===== src/rtl/burst_addr_pkg.sv =====
package burst_addr_pkg;
  typedef enum logic [1:0] {
    BK_FIXED = 2'b00,
    BK_INCR  = 2'b01,
    BK_WRAP  = 2'b10,
    BK_RSVD  = 2'b11
  } burst_kind_e;

  typedef enum logic [1:0] {
    GS_IDLE   = 2'b00,
    GS_LINEAR = 2'b01,
    GS_WRAP   = 2'b10,
    GS_HOLD   = 2'b11
  } gen_state_e;
endpackage


===== src/rtl/burst_step_calc.sv =====
module burst_step_calc
  import burst_addr_pkg::*;
#(
  parameter int ADDR_W = 32
) (
  input  gen_state_e        mode_i,
  input  logic [ADDR_W-1:0] cur_addr_i,
  input  logic [ADDR_W-1:0] inc_i,
  input  logic [ADDR_W-1:0] wrap_mask_i,
  output logic [ADDR_W-1:0] nxt_addr_o
);
  logic [ADDR_W-1:0] sum;

  always_comb begin
    sum = cur_addr_i + inc_i;
    unique case (mode_i)
      GS_LINEAR: nxt_addr_o = sum;
      GS_WRAP:   nxt_addr_o = (cur_addr_i & ~wrap_mask_i) | (sum & wrap_mask_i);
      default:   nxt_addr_o = cur_addr_i;
    endcase
  end
endmodule


===== src/rtl/burst_beat_ctr.sv =====
module burst_beat_ctr #(
  parameter int LEN_W = 8
) (
  input  logic             clk,
  input  logic             rst_n,
  input  logic             load_i,
  input  logic [LEN_W-1:0] len_i,
  input  logic             dec_i,
  output logic             zero_o
);
  logic [LEN_W-1:0] cnt_q, cnt_d;
  logic             cnt_en;

  always_comb begin
    cnt_en = load_i | dec_i;
    cnt_d  = load_i ? len_i : cnt_q - LEN_W'(1);
  end

  always_ff @(posedge clk or negedge rst_n) begin
    if (!rst_n)      cnt_q <= '0;
    else if (cnt_en) cnt_q <= cnt_d;
  end

  assign zero_o = (cnt_q == '0);

  p_no_underflow_r8: assert property (@(posedge clk) disable iff (!rst_n)
    (dec_i && !load_i) |-> (cnt_q != '0))
    else $error("p_no_underflow_r8");
endmodule


===== src/rtl/burst_addr_gen.sv =====
module burst_addr_gen
  import burst_addr_pkg::*;
#(
  parameter int ADDR_W = 32,
  parameter int LEN_W  = 8
) (
  input  logic              clk,
  input  logic              rst_n,
  input  logic              start_i,
  input  logic [ADDR_W-1:0] start_addr_i,
  input  logic [1:0]        burst_type_i,
  input  logic [2:0]        size_i,
  input  logic [LEN_W-1:0]  len_i,
  input  logic              step_i,
  output logic [ADDR_W-1:0] addr_o,
  output logic              last_o,
  output logic              busy_o,
  output logic              done_o,
  output logic              err_o
);
  localparam logic [ADDR_W-1:0] ONE = ADDR_W'(1);

  gen_state_e        state_q, state_d;
  logic [ADDR_W-1:0] addr_q, addr_d, inc_q, inc_d, mask_q, mask_d, nxt_addr;
  logic              done_q, done_d, err_q, err_d;
  logic              accept, len_ok, launch, adv, at_last, cnt_zero, cfg_en;
  logic [2:0]        wrap_lg;
  burst_kind_e       kind;

  // Wrapping window exponent contributed by the beat count.
  always_comb begin
    len_ok  = 1'b1;
    wrap_lg = 3'd0;
    case (len_i)
      LEN_W'(1):  wrap_lg = 3'd1;
      LEN_W'(3):  wrap_lg = 3'd2;
      LEN_W'(7):  wrap_lg = 3'd3;
      LEN_W'(15): wrap_lg = 3'd4;
      default:    len_ok  = 1'b0;
    endcase
  end

  assign kind    = burst_kind_e'(burst_type_i);
  assign busy_o  = (state_q != GS_IDLE);
  assign accept  = start_i && !busy_o;
  assign launch  = accept && !(kind == BK_WRAP && !len_ok);
  assign at_last = busy_o && cnt_zero;
  assign adv     = busy_o && step_i;
  assign cfg_en  = launch;

  burst_step_calc #(.ADDR_W(ADDR_W)) u_calc (
    .mode_i      (state_q),
    .cur_addr_i  (addr_q),
    .inc_i       (inc_q),
    .wrap_mask_i (mask_q),
    .nxt_addr_o  (nxt_addr)
  );

  burst_beat_ctr #(.LEN_W(LEN_W)) u_ctr (
    .clk    (clk),
    .rst_n  (rst_n),
    .load_i (launch),
    .len_i  (len_i),
    .dec_i  (adv && !at_last),
    .zero_o (cnt_zero)
  );

  // Next-state process.
  always_comb begin
    state_d = state_q;
    addr_d  = addr_q;
    inc_d   = ONE << size_i;
    mask_d  = (ONE << ({1'b0, size_i} + {1'b0, wrap_lg})) - ONE;
    done_d  = 1'b0;
    err_d   = err_q;
    if (accept) begin
      if (!launch) begin
        err_d = 1'b1;
      end else begin
        err_d  = 1'b0;
        addr_d = start_addr_i;
        unique case (kind)
          BK_FIXED: state_d = GS_HOLD;
          BK_WRAP:  state_d = GS_WRAP;
          default:  state_d = GS_LINEAR;
        endcase
      end
    end else if (adv) begin
      if (at_last) begin
        state_d = GS_IDLE;
        done_d  = 1'b1;
      end else begin
        addr_d = nxt_addr;
      end
    end
  end

  // Register process.
  always_ff @(posedge clk or negedge rst_n) begin
    if (!rst_n) begin
      state_q <= GS_IDLE;
      addr_q  <= '0;
      done_q  <= 1'b0;
      err_q   <= 1'b0;
    end else begin
      state_q <= state_d;
      addr_q  <= addr_d;
      done_q  <= done_d;
      err_q   <= err_d;
    end
  end

  always_ff @(posedge clk or negedge rst_n) begin
    if (!rst_n) begin
      inc_q  <= '0;
      mask_q <= '0;
    end else if (cfg_en) begin
      inc_q  <= inc_d;
      mask_q <= mask_d;
    end
  end

  assign addr_o = addr_q;
  assign last_o = at_last;
  assign done_o = done_q;
  assign err_o  = err_q;

  p_hold_no_step_r7: assert property (@(posedge clk) disable iff (!rst_n)
    (busy_o && !step_i) |=> ($stable(addr_o) && $stable(last_o)))
    else $error("p_hold_no_step_r7");

  p_linear_stride_r3: assert property (@(posedge clk) disable iff (!rst_n)
    (state_q == GS_LINEAR && step_i && !last_o) |=> (addr_o == $past(addr_o) + inc_q))
    else $error("p_linear_stride_r3");

  p_fixed_same_r4: assert property (@(posedge clk) disable iff (!rst_n)
    (state_q == GS_HOLD && step_i && !last_o) |=> $stable(addr_o))
    else $error("p_fixed_same_r4");

  p_wrap_window_r5: assert property (@(posedge clk) disable iff (!rst_n)
    (state_q == GS_WRAP && step_i && !last_o) |=> (((addr_o ^ $past(addr_o)) & ~mask_q) == '0))
    else $error("p_wrap_window_r5");

  p_last_busy_r8: assert property (@(posedge clk) disable iff (!rst_n)
    last_o |-> busy_o)
    else $error("p_last_busy_r8");

  p_done_single_r9: assert property (@(posedge clk) disable iff (!rst_n)
    done_o |=> !done_o)
    else $error("p_done_single_r9");

  p_done_at_end_r9: assert property (@(posedge clk) disable iff (!rst_n)
    $fell(busy_o) |-> done_o)
    else $error("p_done_at_end_r9");

  p_err_idle_r10: assert property (@(posedge clk) disable iff (!rst_n)
    err_o |-> !busy_o)
    else $error("p_err_idle_r10");
endmodule


===== config.mk =====
export PLATFORM = sky130hd
export DESIGN_NAME = burst_addr_gen
export DESIGN_NICKNAME = d
export VERILOG_FILES = /design/src/rtl/burst_addr_pkg.sv /design/src/rtl/burst_step_calc.sv /design/src/rtl/burst_beat_ctr.sv /design/src/rtl/burst_addr_gen.sv
export SDC_FILE = /design/constraint.sdc
export NUM_CORES = 1
export LEC_CHECK = 0
export ABC_AREA = 0
export CELL_PAD_IN_SITES_DETAIL_PLACEMENT = 2
export CELL_PAD_IN_SITES_GLOBAL_PLACEMENT = 2
export CORE_ASPECT_RATIO = 0.9
export CORE_MARGIN = 5
export CORE_UTILIZATION = 34
export CTS_BUF_LIST = sky130_fd_sc_hd__clkbuf_4 sky130_fd_sc_hd__clkbuf_8
export DETAILED_ROUTE_END_ITERATION = 8
export PLACE_DENSITY_LB_ADDON = 0.1
export SLEW_MARGIN = 30
export SYNTH_ARGS = -nofsm -noshare
export SYNTH_HDL_FRONTEND = slang
export SYNTH_SLANG_ARGS = --single-unit

===== constraint.sdc =====
create_clock -name clk -period 3.05 [get_ports clk]
set_input_delay 0.4575 -clock clk [delete_from_list [all_inputs] [get_ports clk]]
set_output_delay 0.4575 -clock clk [all_outputs]
set_load 0.005 [all_outputs]

# --- Yosys cells after proc, flatten, opt, wreduce, memory -nomap -nowiden ---
# Cells that the tools add are included.
word_totals:
  reg_bits: 108
  inputBits: 49
  output_inout_bits: 36
  word_cells: 63
classes:
  n_addsub: 4
  eq_ne: 9
  n_shift: 2
  n_mux: 17
  bitwise: 5
  n_reduce_logical: 19
op_table:
  columns: ["cell", "count"]
  rows:
  - ["$mux 32", 4]
  - ["$and 32x32->32", 2]
  - ["$pmux 32 s2", 1]
  - ["$add 32x32->32", 1]
  - ["$not 32->32", 1]
  - ["$or 32x32->32", 1]
  - ["$shl 1x3->32 const A", 1]
  - ["$shl 1x4->32 const A", 1]
  - ["$sub 32x1->32 const B", 1]
  - ["$pmux 3 s4", 1]
  - ["$eq 8x1->1 const B", 1]
  - ["$eq 8x2->1 const B", 1]
  - ["$eq 8x3->1 const B", 1]
  - ["$eq 8x4->1 const B", 1]
  - ["$logic_not 8->1", 1]
  - ["$mux 2", 4]
  - ["$mux 8", 1]
  - ["$sub 8x1->8 const B", 1]
  - ["$logic_and 1x1->1", 6]
  - ["$reduce_bool 2->1", 3]
  - ["$mux 1", 5]
  - ["$add 3x3->4", 1]
  - ["$eq 2x2->1 const B", 2]
  - ["$logic_not 1->1", 4]
  - ["other kinds (10)", 10]

# --- Depth between registers and ports, before layout ---
# Gate-level depths: netlist of the first run.
depth:
  ltp_word: 9
  mapped_depth: 18

# --- Modules after synthesis ---
# From an unflattened synthesis of the first run, not the netlist that was laid out.
hier_totals:
  cells_unflattened: 826
  hier_area_um2: 7008.0
by_module_without_submodules:
  columns: ["module", "instances", "cells_per_inst", "area_each_um2"]
  rows:
  - ["burst_addr_gen", 1, 378, 3744.8]
  - ["burst_step_calc", 1, 399, 2802.7]
  - ["burst_beat_ctr", 1, 49, 460.4]

# --- Worst setup path after synthesis of the first run ---
# Ideal clock, no wire load.
synth_path:
  path_type: "input -> register"
  from: "input port len_i[4]"
  to: "register mask_q[8]"
  setup_time_ns: 0.065
  arrival_time_ns: 3.407
  setup_slack_ns: -0.422
  stages: 18
  path_cell_list: "nor4_1 nand2_1 nor2_1 o21a_1 ha_1 inv_1 fa_1 nand2b_1 o21ai_0 nor2b_1 clkbuf_1 nand3_1 ha_1 buf_1 nor3_1 a21oi_1 o211ai_1 o21a_1"
synth_between:
  elab_chain_len: 7
  word_cells_on_any_way: 14
  cone_classes: "add/sub: 2; eq/ne: 4; shift: 1; mux: 2; reduce/logical: 5"
synth_lines:
  columns: ["item", "line_no", "rtl"]
  rows:
  - ["start, declared", "burst_addr_gen.sv:13", "input logic [LEN_W-1:0] len_i,"]
  - ["branches (longest 7 deep; another with $sub 32x1->32)", null, null]
  - ["end signal, assigned", "burst_addr_gen.sv:119", "mask_q <= mask_d;"]
  - ["end, declared", "burst_addr_gen.sv:24", "logic [ADDR_W-1:0] addr_q, addr_d, inc_q, inc_d, mask_q, mask_d, nxt_addr;"]
# Several ways; the timed one is not identified.
# A chain may end at the register's enable or synchronous reset.

# --- Worst setup path in the final report of the first run ---
layout_path:
  from: "input port len_i[2]"
  to: "register mask_q[6]"
# Same word-level chain as after synthesis.

==> results by group, run 1 <==
Run status
  • Outcome: finished clean

CTS
  • CTS buffer count: 9
  • Clock sink total: 83
  • Clock tree buffer depth: 2
  • Clk_lat worst skew: 0.38 ns
  • # hold bufs at CTS: 0
  • CTS tree: yes
  • H-tree levels: 3
  • Clock Pin Slew Worst Setup and Hold Paths: ~0.1 ns
  • Root buf cell: clkbuf_8

Synthesis
  • Synth Area in Adders: 4.67%
  • Simple-gate share of the synthesized area: 20.2%
  • Largest family of logic cells by synthesized area: compound AO/OA/AOI/OAI gates
  • Mean Syn Cell Area: 8.72 um^2
  • Synth Cell Area: 0.00517 mm^2
  • XOR/XNOR share of the synthesized area: 2.03%
  • Mapped Cells: around 590
  • Synth Register Bits: 83
  • Main synth FF type: dfrtp_1
  • Asr flop ratio synth: 100%
  • Synth warn: 0
  • Proportion of synthesized area in mux cells: 2.54%
  • Library cells used by synthesis: between 60 and 70
  • Seq/Total Area, Yosys: 40.2%
  • Post-synth EDFFs: 0
  • Compound-cell area share of the yosys netlist: 25.4%
  • Post-Syn Nets: 659

STA
  • Worst Tran Pin Value: 0.725 ns
  • Max-slew violations: 0
  • Tcrit/Tclk final: 98.3%
  • FMAX: 334 MHz
  • Relative slew slack: 51.2%
  • RSZ-0062 raised after global routing: true
  • Clk_skew: 0.0115 ns
  • Final min period: 3.00 ns
  • Final setup viols: 0
  • Hold Vio Cnt, Final: 0

Final layout
  • Multi-input gate area: 0.00296 mm^2
  • Storage cell area: 0.00208 mm^2
  • Inserted Diodes: 0
  • Post-Route Utilization: between 40% and 50%
  • Area grow syn2layout: 32.8%
  • Filler instances: ~1.6k
  • Fin nets: 776
  • Post-Layout Cell Count: 913
  • Share of layout cells above drive strength 1: 19.3%

Hold path
  • Worst min path class: primary input to asynchronous set/reset pin

Placed design
  • Port bufs: 84
  • Cells after DPL: 891
  • Routability cong.: 0.805
  • Final HPWL DP: 14300 um

Global routing
  • First-pass GRT wire length: 31100 um
  • GRT Overall Usage: 21.8%
  • Number of global-route vias before repair: 5602
  • Antenna violations before repair: 0
  • Global route total overflow: 0
  • Largest net degree at the start of global routing: 55

Worst setup path
  • Critical path class: primary input to register
  • CP Launch Type: primary input
  • Register-to-register setup slack: around 0.36 ns
  • WP data arrival: 3.25 ns
  • Worst-path maximum fanout: 3
  • Worst R2R Path Depth: 10
  • Reg-to-Reg Start: u_ctr.cnt_q[1]
  • CP endpoint kind: register
  • Worst EP required: 3.31 ns

Routing
  • Routed WL: 19300 um
  • Vias: 5162
  • Post-DR wirelength/cell: 21.1 um
  • Pre-antenna DRT Iters: 5
  • DRC viols: 0
  • Final ANT Viol Nets: 0
  • Via/cell ratio: 5.65
  • Iter 0 DRT Violations: 285

Pwr
  • Power Total: approximately 0.0056 W
  • Int Power: between 0.003 and 0.004 W
  • Sequential fraction of design power: 36.3%
  • Worst VDD drop: 0.268 mV
  • PwrDens: 816 mW/mm^2
  • Clock share of power: about 14%
  • Static leakage: 2.97 nW
  • Sw Share: 42.9%
  • Combinational power share: between 40% and 50%
  • Net Switching: 0.00240 W

Die
  • Chip width: 140 um
  • Core area: about 0.015 mm^2
  • DIE AREA: 0.0178 mm^2
  • Starting Density: about a third
  • FP Rows: 42
  • Die Y-Extent: around 130 um
  • I/O pins: 85

Flow run
  • Max_cap viols: 0
==> cell usage in the layout (no fill, tap or decap), drive strengths merged, types with 9 or more instances in the layout <==
cell           synthesis  final
nand2                 78     78
and2                  14     14
a21oi                 32     32
a31oi                 22     22
nor3                  13     13
nand3                 16     16
xor2                   9      9
buf                   12     62
o22a                  10     10
mux2                   9      9
nor2                  51     51
ha                    15     15
clkdlybuf4s50          0     77
o21ai                 53     53
dfrtp                 83     83
inv                   23     26
or2                   12     12
clkbuf                24     11
==> worst max-delay path: stages <==
cell and delay, ns:
clkdlybuf4s50_1 0.51, and2_1 0.18, o21a_1 0.13, ha_2 0.18, inv_2 0.04, fa_2 0.33
nand2b_4 0.15, o21ai_2 0.13, nor2b_4 0.16, buf_6 0.12, nand3_4 0.10, ha_4 0.18
and2_4 0.16, a21oi_1 0.13, nor3_1 0.06, a21oi_1 0.13, o21ai_0 0.10
==> cell usage after synthesis, drive strengths merged, types with 13 or more instances <==
master / number / area share, %
a31oi: 22 / 2.7
nor3: 13 / 1.5
inv: 23 / 1.7
clkbuf: 24 / 1.8
and2: 14 / 1.7
a21oi: 32 / 3.4
ha: 15 / 3.6
nand2: 78 / 5.7
nor2: 51 / 3.7
o21ai: 53 / 5.5
dfrtp: 83 / 40
nand3: 16 / 1.5
==> power by group through the flow <==
stage | clock, W | combinational, W | sequential [W]
3_3_place_gp | 0 | 0.00258 | 0.00201
4_1_cts | 0.000827 | 0.00278 | 0.00203
3_5_place_dp | 0 | 0.00274 | 0.00206
2_1_floorplan | 0 | 0.00166 | 0.00189
6_report | 0.000809 | 0.00276 | 0.00203
5_1_grt | 0.000879 | 0.00304 | 0.00209
==> final cells by class <==
type,count,share of cell area [%]
multi-input combinational,451,43.1
sequential,83,30.3
timing repair buffer,142,19.1
tap,198,3.61
clock buffer,10,2.00
inverter,23,1.26
clock inverter,6,0.674
==> layer usage <==
metal  part of all wire [%]  up-vias  wire (um)  global-route usage (%)
met2                     49       96       9470                    36.7
met1                     47     2659       8960                    29.4
met4                    1.2        0        238                    5.93
met5                      0        -          0                       0
li1                       -     2389          -                       -
met3                    3.0       18        583                    3.14
==> cell families (layout without fill, tap and decap cells) <==
kind of cell,count (synthesis),count (layout)
simple gates,218,218
compound gates,191,191
flops,83,83
buf+inv,59,181
fa+ha+maj,18,18
xor+xnor,12,12
mux,12,12
==> what timing repair did <==
| item | in CTS | in global routing |
|---|---|---|
| pin swaps | 9 | 10 |
| buffers inserted | 5 | 1 |
| resized for setup | 19 | 14 |
| endpoints found under the setup margin | 18 | 7 |
| gates cloned | 0 | 0 |
==> through the flow <==
stage | TNS, ns | hold WS [ns] | cell area (um^2) | setup WS (ns)
2_1_floorplan | -0.246 | 0.162 | 5260 | -0.0779
3_3_place_gp | -7.78 | 0.462 | 6590 | -0.611
3_5_place_dp | -12.15 | 0.464 | 6590 | -0.870
4_1_cts | 0 | 0.123 | 6820 | 0.00221
5_1_grt | -0.289 | 0.149 | 6870 | -0.105
6_report | 0 | 0.0975 | 6870 | 0.0532
==> how the worst max path moves through the flow <==
| stage | start | endpoint | slack (ns) |
|---|---|---|---|
| after floorplan | len_i[4] | mask_q[10] | -0.08 |
| after global placement | len_i[4] | mask_q[6] | -0.61 |
| after detailed placement | len_i[4] | mask_q[6] | -0.87 |
| after CTS | len_i[1] | mask_q[10] | 0.002 |
| after global routing | len_i[2] | mask_q[10] | -0.10 |
| final | len_i[2] | mask_q[6] | 0.05 |
No activity file was read; power rests on OpenSTA's default activity.
==> run 2: changes to the inputs <==
--- a/config.mk
+++ b/config.mk
@@ -6,6 +6,7 @@
 export NUM_CORES = 1
 export LEC_CHECK = 0
 export ABC_AREA = 0
+export CAP_MARGIN = 10
 export CELL_PAD_IN_SITES_DETAIL_PLACEMENT = 2
 export CELL_PAD_IN_SITES_GLOBAL_PLACEMENT = 2
 export CORE_ASPECT_RATIO = 0.9
==> results of run 2 <==
No change in the layout: final DEF, timing and power equal those of run 1.
